### config.mk
export PLATFORM = sky130hd
export DESIGN_NAME = lpc_host_engine
export DESIGN_NICKNAME = d
export VERILOG_FILES = /design/src/rtl/lpc_pkg.sv /design/src/rtl/lpc_route_dec.sv /design/src/rtl/lpc_rdata_pack.sv /design/src/rtl/lpc_cycle_seq.sv /design/src/rtl/lpc_host_engine.sv
export SDC_FILE = /design/constraint.sdc
export NUM_CORES = 1
export LEC_CHECK = 0
export ABC_AREA = 1
export BUFFER_PORTS_ARGS = -buffer_cell sky130_fd_sc_hd__buf_4
export CORE_MARGIN = 2
export CORE_UTILIZATION = 60
export DETAILED_ROUTE_END_ITERATION = 10
export HOLD_SLACK_MARGIN = 0.05
export PLACE_DENSITY = 0.8
export SYNTH_ARGS = -nofsm -noshare
export SYNTH_HDL_FRONTEND = slang
export SYNTH_SLANG_ARGS = --single-unit
### constraint.sdc
create_clock -name clk_i -period 5.71 [get_ports clk_i]
set_input_delay 0.571 -clock clk_i [delete_from_list [all_inputs] [get_ports clk_i]]
set_output_delay 0.571 -clock clk_i [all_outputs]
set_load 0.02 [all_outputs]
### src/rtl/lpc_pkg.sv
package lpc_pkg;
  localparam int unsigned ADDR_W = 32;
  localparam int unsigned DATA_W = 32;
  localparam logic [1:0] SP_MEM = 2'd0;
  localparam logic [1:0] SP_IO  = 2'd1;

  typedef enum logic [2:0] {
    RT_MEM, RT_IO, RT_FWH, RT_TPM, RT_POST_RD, RT_NOLPC
  } route_e;

  typedef enum logic [3:0] {
    S_IDLE, S_START, S_TYPE, S_ADDR, S_WDATA, S_TAR_H, S_SYNC,
    S_RDATA, S_TAR_D, S_ABORT, S_DONE, S_PD_SUS, S_PD
  } state_e;

  function automatic logic [3:0] start_code(route_e r, logic wr);
    case (r)
      RT_TPM:  return 4'b0101;
      RT_FWH:  return wr ? 4'b1110 : 4'b1101;
      default: return 4'b0000;
    endcase
  endfunction

  function automatic logic [3:0] type_code(route_e r, logic wr);
    return {1'b0, r != RT_IO, wr, 1'b0};
  endfunction
endpackage

### src/rtl/lpc_route_dec.sv
module lpc_route_dec
  import lpc_pkg::*;
#(
  parameter logic [31:0] FW_LO   = 32'h00F0_0000,
  parameter logic [31:0] FW_HI   = 32'h00FF_FFFF,
  parameter logic [31:0] TPM_LO  = 32'hFED0_0000,
  parameter logic [31:0] TPM_HI  = 32'hFED4_0FFF,
  parameter logic [31:0] MEM_TOP = 32'h0100_0000,
  parameter logic [31:0] IO_TOP  = 32'h0001_0000,
  parameter logic [31:0] POST_LO = 32'h0000_0080,
  parameter logic [31:0] POST_HI = 32'h0000_008F
) (
  input  logic [1:0]        space_i,
  input  logic              write_i,
  input  logic [ADDR_W-1:0] addr_i,
  output route_e            route_o
);
  always_comb begin
    route_o = RT_NOLPC;
    if (space_i == SP_MEM) begin
      if (addr_i >= TPM_LO && addr_i <= TPM_HI) route_o = RT_TPM;
      else if (addr_i < MEM_TOP)
        route_o = (addr_i >= FW_LO && addr_i <= FW_HI) ? RT_FWH : RT_MEM;
    end else if (space_i == SP_IO && addr_i < IO_TOP) begin
      route_o = (!write_i && addr_i >= POST_LO && addr_i <= POST_HI) ? RT_POST_RD : RT_IO;
    end
  end
endmodule

### src/rtl/lpc_rdata_pack.sv
module lpc_rdata_pack
  import lpc_pkg::*;
#(
  localparam int unsigned NIBS = DATA_W / 4
) (
  input  logic              clk_i,
  input  logic              rst_ni,
  input  logic              clr_i,
  input  logic              we_i,
  input  logic [1:0]        byte_i,
  input  logic              hi_i,
  input  logic [3:0]        nib_i,
  output logic [DATA_W-1:0] word_o
);
  for (genvar g = 0; g < NIBS; g++) begin : g_nib
    always_ff @(posedge clk_i or negedge rst_ni) begin
      if (!rst_ni) word_o[g*4 +: 4] <= '0;
      else if (clr_i) word_o[g*4 +: 4] <= '0;
      else if (we_i && {byte_i, hi_i} == 3'(g)) word_o[g*4 +: 4] <= nib_i;
    end
  end
endmodule

### src/rtl/lpc_cycle_seq.sv
module lpc_cycle_seq
  import lpc_pkg::*;
#(
  parameter int unsigned WAIT_LIMIT   = 64,
  parameter int unsigned NOSYNC_LIMIT = 3,
  parameter int unsigned ABORT_CLKS   = 4
) (
  input  logic              clk_i,
  input  logic              rst_ni,
  input  logic              req_valid_i,
  output logic              req_ready_o,
  input  logic              req_write_i,
  input  logic [1:0]        req_size_i,
  input  logic [ADDR_W-1:0] req_addr_i,
  input  logic [DATA_W-1:0] req_wdata_i,
  input  route_e            route_i,
  input  logic              pd_req_i,
  output logic              sus_stat_o,
  output logic              lframe_no,
  output logic [3:0]        lad_o,
  output logic              lad_oe_o,
  input  logic [3:0]        lad_i,
  output logic              rd_clr_o,
  output logic              rd_we_o,
  output logic [1:0]        rd_byte_o,
  output logic              rd_hi_o,
  output logic              rsp_valid_o,
  output logic              rsp_abort_o,
  output logic              rsp_ones_o
);
  localparam int unsigned WW = $clog2(WAIT_LIMIT + 1);
  localparam int unsigned FW = $clog2(NOSYNC_LIMIT + 1);

  state_e            state_q;
  route_e            route_q;
  logic              write_q, abort_q, ones_q;
  logic [ADDR_W-1:0] addr_q;
  logic [DATA_W-1:0] wdata_q;
  logic [1:0]        byte_q, last_q;
  logic [3:0]        nib_q;
  logic [WW-1:0]     wait_q;
  logic [FW-1:0]     flt_q;

  logic [ADDR_W-1:0] cur_addr;
  logic [3:0]        nib_top, nib_idx, addr_nib, data_nib;
  logic [7:0]        wbyte;
  logic              sync_rdy, sync_wait, sync_flt, accept, last_byte;

  assign cur_addr  = addr_q + ADDR_W'(byte_q);
  assign nib_top   = (route_q == RT_IO) ? 4'd3 : 4'd7;
  assign nib_idx   = nib_top - nib_q;
  assign addr_nib  = 4'(cur_addr >> {nib_idx, 2'b00});
  assign wbyte     = 8'(wdata_q >> {byte_q, 3'b000});
  assign data_nib  = nib_q[0] ? wbyte[7:4] : wbyte[3:0];
  assign sync_rdy  = (lad_i == 4'b0000) || (lad_i == 4'b1001 && route_q != RT_FWH);
  assign sync_wait = (lad_i == 4'b0101) || (lad_i == 4'b0110);
  assign sync_flt  = (lad_i == 4'b1111);
  assign last_byte = (byte_q == last_q);

  assign req_ready_o = (state_q == S_IDLE) && !pd_req_i;
  assign accept      = req_ready_o && req_valid_i;
  assign rd_clr_o    = accept;
  assign rd_we_o     = (state_q == S_RDATA);
  assign rd_byte_o   = byte_q;
  assign rd_hi_o     = nib_q[0];
  assign rsp_valid_o = (state_q == S_DONE);
  assign rsp_abort_o = rsp_valid_o && abort_q;
  assign rsp_ones_o  = ones_q;

  always_ff @(posedge clk_i or negedge rst_ni) begin
    if (!rst_ni) begin
      state_q <= S_IDLE;  route_q <= RT_MEM;  write_q <= 1'b0;
      abort_q <= 1'b0;    ones_q  <= 1'b0;    addr_q  <= '0;
      wdata_q <= '0;      byte_q  <= '0;      last_q  <= '0;
      nib_q   <= '0;      wait_q  <= '0;      flt_q   <= '0;
    end else begin
      unique case (state_q)
        S_IDLE: begin
          if (pd_req_i) state_q <= S_PD_SUS;
          else if (req_valid_i) begin
            route_q <= route_i;
            write_q <= req_write_i;
            addr_q  <= req_addr_i;
            wdata_q <= req_wdata_i;
            last_q  <= (req_size_i == 2'd0) ? 2'd0 : (req_size_i == 2'd1) ? 2'd1 : 2'd3;
            byte_q  <= '0;
            nib_q   <= '0;
            abort_q <= (route_i == RT_NOLPC);
            ones_q  <= (route_i == RT_NOLPC) || (route_i == RT_POST_RD);
            state_q <= (route_i == RT_POST_RD) ? S_DONE : S_START;
          end
        end
        S_START: begin
          nib_q   <= '0;
          state_q <= (route_q == RT_FWH) ? S_ADDR : S_TYPE;
        end
        S_TYPE: state_q <= S_ADDR;
        S_ADDR: begin
          if (nib_q == nib_top) begin
            nib_q <= '0;
            if (route_q == RT_NOLPC) begin
              byte_q  <= byte_q + 2'd1;
              state_q <= last_byte ? S_DONE : S_START;
            end else state_q <= write_q ? S_WDATA : S_TAR_H;
          end else nib_q <= nib_q + 4'd1;
        end
        S_WDATA: begin
          nib_q <= nib_q[0] ? 4'd0 : nib_q + 4'd1;
          if (nib_q[0]) state_q <= S_TAR_H;
        end
        S_TAR_H: begin
          nib_q <= nib_q[0] ? 4'd0 : nib_q + 4'd1;
          if (nib_q[0]) begin
            state_q <= S_SYNC;
            wait_q  <= '0;
            flt_q   <= '0;
          end
        end
        S_SYNC: begin
          if (sync_rdy) begin
            nib_q   <= '0;
            state_q <= write_q ? S_TAR_D : S_RDATA;
          end else if (sync_wait && wait_q != WW'(WAIT_LIMIT - 1)) begin
            wait_q <= wait_q + WW'(1);
            flt_q  <= '0;
          end else if (sync_flt && flt_q != FW'(NOSYNC_LIMIT - 1)) begin
            flt_q <= flt_q + FW'(1);
          end else begin
            nib_q   <= '0;
            abort_q <= 1'b1;
            ones_q  <= 1'b1;
            state_q <= S_ABORT;
          end
        end
        S_RDATA: begin
          nib_q <= nib_q[0] ? 4'd0 : nib_q + 4'd1;
          if (nib_q[0]) state_q <= S_TAR_D;
        end
        S_TAR_D: begin
          nib_q <= nib_q[0] ? 4'd0 : nib_q + 4'd1;
          if (nib_q[0]) begin
            byte_q  <= byte_q + 2'd1;
            state_q <= last_byte ? S_DONE : S_START;
          end
        end
        S_ABORT: begin
          if (nib_q == 4'(ABORT_CLKS - 1)) state_q <= S_DONE;
          else nib_q <= nib_q + 4'd1;
        end
        S_DONE:   state_q <= S_IDLE;
        S_PD_SUS: state_q <= S_PD;
        S_PD:     if (!pd_req_i) state_q <= S_IDLE;
        default:  state_q <= S_IDLE;
      endcase
    end
  end

  always_comb begin
    lframe_no  = 1'b1;
    lad_oe_o   = 1'b0;
    lad_o      = 4'hF;
    sus_stat_o = 1'b0;
    unique case (state_q)
      S_START: begin
        lframe_no = (route_q == RT_NOLPC);
        lad_oe_o  = 1'b1;
        lad_o     = start_code(route_q, write_q);
      end
      S_TYPE:  begin lad_oe_o = 1'b1; lad_o = type_code(route_q, write_q); end
      S_ADDR:  begin lad_oe_o = 1'b1; lad_o = addr_nib; end
      S_WDATA: begin lad_oe_o = 1'b1; lad_o = data_nib; end
      S_TAR_H: lad_oe_o = !nib_q[0];
      S_ABORT: begin lframe_no = 1'b0; lad_oe_o = 1'b1; end
      S_PD_SUS: sus_stat_o = 1'b1;
      S_PD:    begin sus_stat_o = 1'b1; lframe_no = 1'b0; lad_o = 4'h0; end
      default: ;
    endcase
  end

  AST_RSP_PULSE: assert property (@(posedge clk_i) disable iff (!rst_ni)
    rsp_valid_o |=> !rsp_valid_o);
  AST_BUSY_AFTER_ACCEPT: assert property (@(posedge clk_i) disable iff (!rst_ni)
    (req_valid_i && req_ready_o) |=> !req_ready_o);
  AST_PD_SUS_FIRST: assert property (@(posedge clk_i) disable iff (!rst_ni)
    ($fell(lframe_no) && sus_stat_o) |-> $past(sus_stat_o));
  AST_PD_PARK: assert property (@(posedge clk_i) disable iff (!rst_ni)
    (sus_stat_o && !lframe_no) |-> !lad_oe_o);
  AST_PD_NO_ACCEPT: assert property (@(posedge clk_i) disable iff (!rst_ni)
    sus_stat_o |-> !req_ready_o);
endmodule

### src/rtl/lpc_host_engine.sv
module lpc_host_engine
  import lpc_pkg::*;
#(
  parameter logic [31:0] FW_LO        = 32'h00F0_0000,
  parameter logic [31:0] FW_HI        = 32'h00FF_FFFF,
  parameter logic [31:0] TPM_LO       = 32'hFED0_0000,
  parameter logic [31:0] TPM_HI       = 32'hFED4_0FFF,
  parameter int unsigned WAIT_LIMIT   = 64,
  parameter int unsigned NOSYNC_LIMIT = 3,
  parameter int unsigned ABORT_CLKS   = 4
) (
  input  logic        clk_i,
  input  logic        rst_ni,
  input  logic        req_valid_i,
  output logic        req_ready_o,
  input  logic        req_write_i,
  input  logic [1:0]  req_space_i,
  input  logic [31:0] req_addr_i,
  input  logic [1:0]  req_size_i,
  input  logic [31:0] req_wdata_i,
  output logic        rsp_valid_o,
  output logic        rsp_abort_o,
  output logic [31:0] rsp_rdata_o,
  input  logic        pd_req_i,
  output logic        sus_stat_o,
  output logic        lframe_no,
  output logic [3:0]  lad_o,
  output logic        lad_oe_o,
  input  logic [3:0]  lad_i
);
  route_e            route;
  logic              rd_clr, rd_we, rd_hi, ones;
  logic [1:0]        rd_byte;
  logic [DATA_W-1:0] packed_rd;

  lpc_route_dec #(
    .FW_LO(FW_LO), .FW_HI(FW_HI), .TPM_LO(TPM_LO), .TPM_HI(TPM_HI)
  ) u_dec (
    .space_i(req_space_i), .write_i(req_write_i), .addr_i(req_addr_i), .route_o(route)
  );

  lpc_cycle_seq #(
    .WAIT_LIMIT(WAIT_LIMIT), .NOSYNC_LIMIT(NOSYNC_LIMIT), .ABORT_CLKS(ABORT_CLKS)
  ) u_seq (
    .clk_i, .rst_ni, .req_valid_i, .req_ready_o, .req_write_i, .req_size_i,
    .req_addr_i, .req_wdata_i, .route_i(route), .pd_req_i, .sus_stat_o,
    .lframe_no, .lad_o, .lad_oe_o, .lad_i,
    .rd_clr_o(rd_clr), .rd_we_o(rd_we), .rd_byte_o(rd_byte), .rd_hi_o(rd_hi),
    .rsp_valid_o, .rsp_abort_o, .rsp_ones_o(ones)
  );

  lpc_rdata_pack u_pack (
    .clk_i, .rst_ni, .clr_i(rd_clr), .we_i(rd_we), .byte_i(rd_byte),
    .hi_i(rd_hi), .nib_i(lad_i), .word_o(packed_rd)
  );

  assign rsp_rdata_o = ones ? '1 : packed_rd;

  AST_ABORT_ONES: assert property (@(posedge clk_i) disable iff (!rst_ni)
    (rsp_valid_o && rsp_abort_o) |-> (rsp_rdata_o == '1));
endmodule

* After elaboration in Yosys (flattened, before gate mapping)
Cells that the tools add are included.
Storage, ports and cells: bits in registers 123, bits in latches 0, memory bits (writable) 0, memory bits (read-only) 0, output and inout port bits 42, logic and storage cells 232, memories 0
Operators by class: add/subtract/negate cells 6, multipliers 0, divide/modulo/power cells 0, magnitude comparators 8, equality and inequality tests 57, shift-type cells 2, muxes and demuxes 85, bitwise logic cells 1, reduce and logical (&&, ||, !) cells 53
Operators with widths (count):
- two-way mux 4 bit | 41
- case mux 4 bit (12 select lines) | 1
- adder 32 x 2 -> 32 bit | 1
- >= comparator 32 x 24 -> 1 bit (second input constant) | 1
- >= comparator 32 bit (second input constant) | 1
- >= comparator 32 x 8 -> 1 bit (second input constant) | 1
- less-or-equal comparator 32 x 24 -> 1 bit (second input constant) | 1
- less-or-equal comparator 32 bit (second input constant) | 1
- less-or-equal comparator 32 x 8 -> 1 bit (second input constant) | 1
- less-than comparator 32 x 17 -> 1 bit (second input constant) | 1
- less-than comparator 32 x 25 -> 1 bit (second input constant) | 1
- two-way mux 32 bit | 1
- right shift 32 x 5 -> 8 bit | 1
- right shift 32 x 6 -> 4 bit | 1
- == test 4 bit (second input constant) | 7
- two-way mux 2 bit | 13
- == test 4 x 3 -> 1 bit (second input constant) | 6
- case mux 4 bit (6 select lines) | 1
- == test 3 bit (second input constant) | 7
- two-way mux 7 bit | 3
- case mux 4 bit (5 select lines) | 1
- nonzero test 2 bit | 10
- logical AND 1 bit | 19
- two-way mux 3 bit | 6
- 38 further kinds | 85

* Depth between registers and ports, before layout
depth in word-level cells 11, depth in mapped cells 16, mapped depth without buffers 16

* Cells and area by module
Synthesis repeated with hierarchy kept, for this count alone.
Unflattened totals: cells, all modules 1207, area, all modules 7978.9 sq um
By module, submodules not included:
- lpc_cycle_seq | times used 1, cells each 884, area an instance 5959.5 sq um
- lpc_rdata_pack | times used 1, cells each 171, area an instance 1391.3 sq um
- lpc_route_dec | times used 1, cells each 84, area an instance 345.3 sq um
- lpc_host_engine | times used 1, cells each 68, area an instance 282.8 sq um

* Least setup slack after synthesis
Ideal clock, no wire load.
path kind register -> output, start point reg u_seq.byte_q[1] (netlist: u_seq.rd_byte_o[1]), end point out lad_o[2], arrival time 2311 ps, setup slack 2828 ps, cell stages (with the launch flop) 17, path buffers 1, path through dfrtp_1 -> inv_1 -> clkbuf_1 -> fa_1 -> inv_1 -> nand3_1 -> nor2_2 -> inv_1 -> nor2_1 -> nand2_1 -> nand2_1 -> nand2_1 -> nand2_1 -> nand3_1 -> nand3_1 -> nand2_1 -> nand2_1
Between the ends: longest elaborated chain between the ends 3, elaborated cells on any way between the ends 5, those cells by class add/sub (1); shift (2); mux (2)
Ends and longest elaborated chain:
- from (decl) | line lpc_cycle_seq.sv:39 | logic [1:0] byte_q, last_q;
- from (signal assigned) | line lpc_cycle_seq.sv:102 | byte_q <= byte_q + 2'd1;
- from (signal assigned) | line lpc_cycle_seq.sv:142 | byte_q <= byte_q + 2'd1;
- adder 32 x 2 -> 32 bit or right shift 32 x 5 -> 8 bit (tied branches) | line lpc_cycle_seq.sv:49, lpc_cycle_seq.sv:53
- right shift 32 x 6 -> 4 bit or two-way mux 4 bit (tied branches) | line lpc_cycle_seq.sv:52, lpc_cycle_seq.sv:54
- case mux 4 bit (5 select lines) (*) | line lpc_cycle_seq.sv:163 | unique case (state_q)
- to (decl) | line lpc_host_engine.sv:27 | output logic [3:0] lad_o,
Mark *: on every way between the ends. The rest lies on a longest branch, timed or not.

* Worst setup path in the final report
start point reg u_seq.byte_q[0] (netlist: u_seq.rd_byte_o[0]), end point out lad_o[2]
Same word-level chain as after synthesis.

==> impl_metrics.ini <==
[run_status]
run_status = finished clean

[global_routing]
number_of_antenna_violations_at_the_first_check_in_global_routing = 0
grt_overflow = 0
grt.total_usage_pct = 33.40
grt_max_degree = 95
grt_pass1_wl_mm = 34.50
via_count_of_the_first_global_routing_pass = 7104

[clocking]
cts_max_path_buffers = 2
cts_tree = built
cts_setup_buffers = 0
hold_buffers = 0
clock_latency_ns = 0.42
ctsResizeCount = 0
cts_buffers = 17
root_buf_cell = sky130_fd_sc_hd__clkbuf_16
cts_num_sinks = 123
clkSlewWorstSetupHoldPaths_ns = 0.07
cts_htree_levels = 4

[timing]
timing.max_slew.rel_slack_pct = 33.82
hold_ws_ns = 0.1978
setup_repair_after_global_routing_missed_its_margin = no
achievable-frequency_ghz = 0.2467
worst_pin_slew_ns = 0.9913
setup_viol = 0
hold_viol = 0
drv_slew = 0
post-route-period-util_pct = 70.99
skew_ns = 0.009909
timing.final.ws_setup_ns = 1.656
setup_tns_ns = 0
post_layout_minimum_cycle_time_ns = 4.054

[yosys]
yosys_warnings = 0
synth-seq-cells = 123
mappedNetlistNets = 1173
post-synth-top-count-cell = sky130_fd_sc_hd__nand2_1
synth_cells = 1088
post_synth_design_cell_area_um2 = 7445
post_synth.cell_area_avg_um2 = 6.843
area_leader_netlist = sky130_fd_sc_hd__dfrtp_1
yosysUniqueCellTypes = 42
number_of_enable_type_register_cells_in_the_synthesized_netlist = 0
synth_largest_type_area_fraction_pct = 41.34
netlist_top_cells_count = sky130_fd_sc_hd__nand2_1 (397), sky130_fd_sc_hd__dfrtp_1 (123), sky130_fd_sc_hd__nor2_1 (115)
yosysSeqAreaShare_pct = 41.34
ys_dominant_reg_cell = sky130_fd_sc_hd__dfrtp_1
post_synth_main_area_contributors = sky130_fd_sc_hd__dfrtp_1 (41%), sky130_fd_sc_hd__nand2_1 (20%), sky130_fd_sc_hd__o21ai_0 (7.3%)
postSynth.asyncResetShare_pct = 100.0

[flow_run]
maximum_capacitance_violations = 0

[floorplan]
die_area_um2 = 13310
row_count = 40
chipWidth_um = 115.4
die_h_um = 115.4
initial_utilization_pct = 61.72
boundaryPins = 119
core_area_um2 = 12060

[final_layout]
num-nets-final = 1281
drive_gt1_share_pct = 16.21
insertedDiodeCount = 0
postLayoutCellArea_um2 = 8995
syn2layout_area_growth_pct = 20.82
n_fill_cell = 992
layoutNonFillerInstCount = 1377
finalCoreUtilization_pct = 74.57

[routing]
viasPerCell = 5.539
dr_total_vias = 7627
detail-route-antenna-nets = 0
wire_per_inst_um = 15.35
totalWireLength_mm = 21.13
detail_route.first_pass.iterations = 5
remaining_drcs = 0
detailed_router_s_first_iteration_violation_count = 776

[worst_setup_path]
timing.reg2reg.setup_slack_ns = 3.04
critical_path.startpoint_type = flop
crit-reg2reg-launch = u_seq.state_q[2]
timing.critical_path.slowest_stage_cell = sky130_fd_sc_hd__dfrtp_1
critical_path.cell_chain = ha_1, inv_1, fa_1, inv_1, nand3_1, nor2_2, inv_1, nor2_1, nand3_1, nand2_1, nand2_1, nand3_1, nand3_1, nand2_1, nand2_1, buf_4
critical-path-max-stage-delay_ns = 0.83
cp_data_arrival_time_ns = 3.48
regToRegEndpoint = u_pack.word_o[29]
worst_r2r_path_depth = 9
critical_path.max_fanout = 23
critPathKind = reg -> out
cp-startpoint = u_seq.rd_byte_o[0]
worst-endpoint-required_ns = 5.14
cp_endpoint = lad_o[2]
setup.worst_path.end_class = output port

[placement]
place_worst_setup_slack_ns = 2.210
detailed_place.area_um2 = 8412
detailed_place_hpwl_mm = 15.46
port_buffers = 118
gp_congestion = 0.9437
dp_cells = 1345

[power_and_ir_drop]
power.density_nw_per_um2 = 545.2
total_leakage_power_nw = 4.474
total_power_after_layout_mw = 4.904
vdd.ir_drop.worst_uv = 338.8

[worst_hold_path]
min-delay-path-class = in -> async
## cell families after synthesis
logic type	synth area share, %
compound gates	12.62
xor+xnor	1.765
fa+ha+maj	1.445
flops	41.34
simple gates	35.75
buf+inv	7.076
## area by class of cell
type                       instances  area, um^2  area share [%]
multi-input combinational        832        3840           42.69
sequential                       123        3078           34.22
timing repair buffer             120       900.9           10.02
clock buffer                      17       425.4           4.729
inverter                         102       382.9           4.256
tap                              168       210.2           2.337
clock inverter                    15       157.7           1.753
## cells in the final DEF, fill, tap and decap left out, types with 2 or more instances in the layout
cell                         Yosys  final
sky130_fd_sc_hd__a21oi_1        24     24
sky130_fd_sc_hd__a221oi_1        4      4
sky130_fd_sc_hd__a31oi_1         5      5
sky130_fd_sc_hd__buf_4           2    120
sky130_fd_sc_hd__clkbuf_16       0     17
sky130_fd_sc_hd__clkinv_1        2      2
sky130_fd_sc_hd__clkinv_4        0      3
sky130_fd_sc_hd__clkinvlp_4      0      4
sky130_fd_sc_hd__dfrtp_1       123    123
sky130_fd_sc_hd__ha_1            7      7
sky130_fd_sc_hd__inv_1          94     94
sky130_fd_sc_hd__inv_2           6      6
sky130_fd_sc_hd__inv_6           0      3
sky130_fd_sc_hd__inv_8           0      4
sky130_fd_sc_hd__nand2_1       397    397
sky130_fd_sc_hd__nand2_2         2      2
sky130_fd_sc_hd__nand3_1        59     59
sky130_fd_sc_hd__nand3b_1        3      3
sky130_fd_sc_hd__nand4_1        12     12
sky130_fd_sc_hd__nor2_1        115    115
sky130_fd_sc_hd__nor2_2          5      5
sky130_fd_sc_hd__nor2_4          2      2
sky130_fd_sc_hd__nor3_1         14     14
sky130_fd_sc_hd__nor3b_1         3      3
sky130_fd_sc_hd__nor4_1          2      2
sky130_fd_sc_hd__o211ai_1        3      3
sky130_fd_sc_hd__o21ai_0       108    108
sky130_fd_sc_hd__o21ai_1         4      4
sky130_fd_sc_hd__o22ai_1         8      8
sky130_fd_sc_hd__o31ai_1         3      3
sky130_fd_sc_hd__or2_2          26     26
sky130_fd_sc_hd__xnor2_1         7      7
sky130_fd_sc_hd__xor2_1          8      8
## worst min-delay path by stage
stage | to | depth (start not counted)
floorplan | u_pack.word_o[0] | 0
global placement | u_seq.wait_q[6] | 1
detailed placement | u_seq.wdata_q[8] | 2
CTS | u_seq.wdata_q[4] | 1
global route | u_seq.wdata_q[6] | 1
finish | u_seq.wdata_q[4] | 1
## flip-flops by register name (all words and copies together), names as in the netlist
register and count:
u_seq.nib_q 4, u_seq.wait_q 7, u_seq.flt_q 2, u_seq.rd_byte_o 2
u_seq.route_q 3, u_seq.rsp_ones_o 1, u_seq.abort_q 1, u_seq.write_q 1
u_seq.wdata_q 32, u_seq.last_q 2, u_pack.word_o 32, u_seq.addr_q 32
u_seq.state_q 4
## metal layers
metal	routed length (um)	vias to the layer above	track usage, %
li1	-	3718	-
met1	9085	3492	43.78
met2	9696	353	52.87
met3	1583	64	7.486
met4	768	0	15.66
met5	0	-	0
## critical path, delay by kind of cell, from the launching register on
| family | cells | cell delay, ns |
|---|---|---|
| adder cells (fa/ha/maj) | 2 | 0.78 |
| flip-flops | 1 | 0.83 |
| AND/OR/NAND/NOR | 10 | 1.00 |
| buffers and inverters | 4 | 0.46 |
## power breakdown
part / switching [mW] / leakage, nW / internal (mW)
registers: 0.421 / 1.54 / 1.26
clock network: 0.445 / 0.274 / 0.615
logic: 1.34 / 2.65 / 0.827
Power figures use the tool's default switching activity.
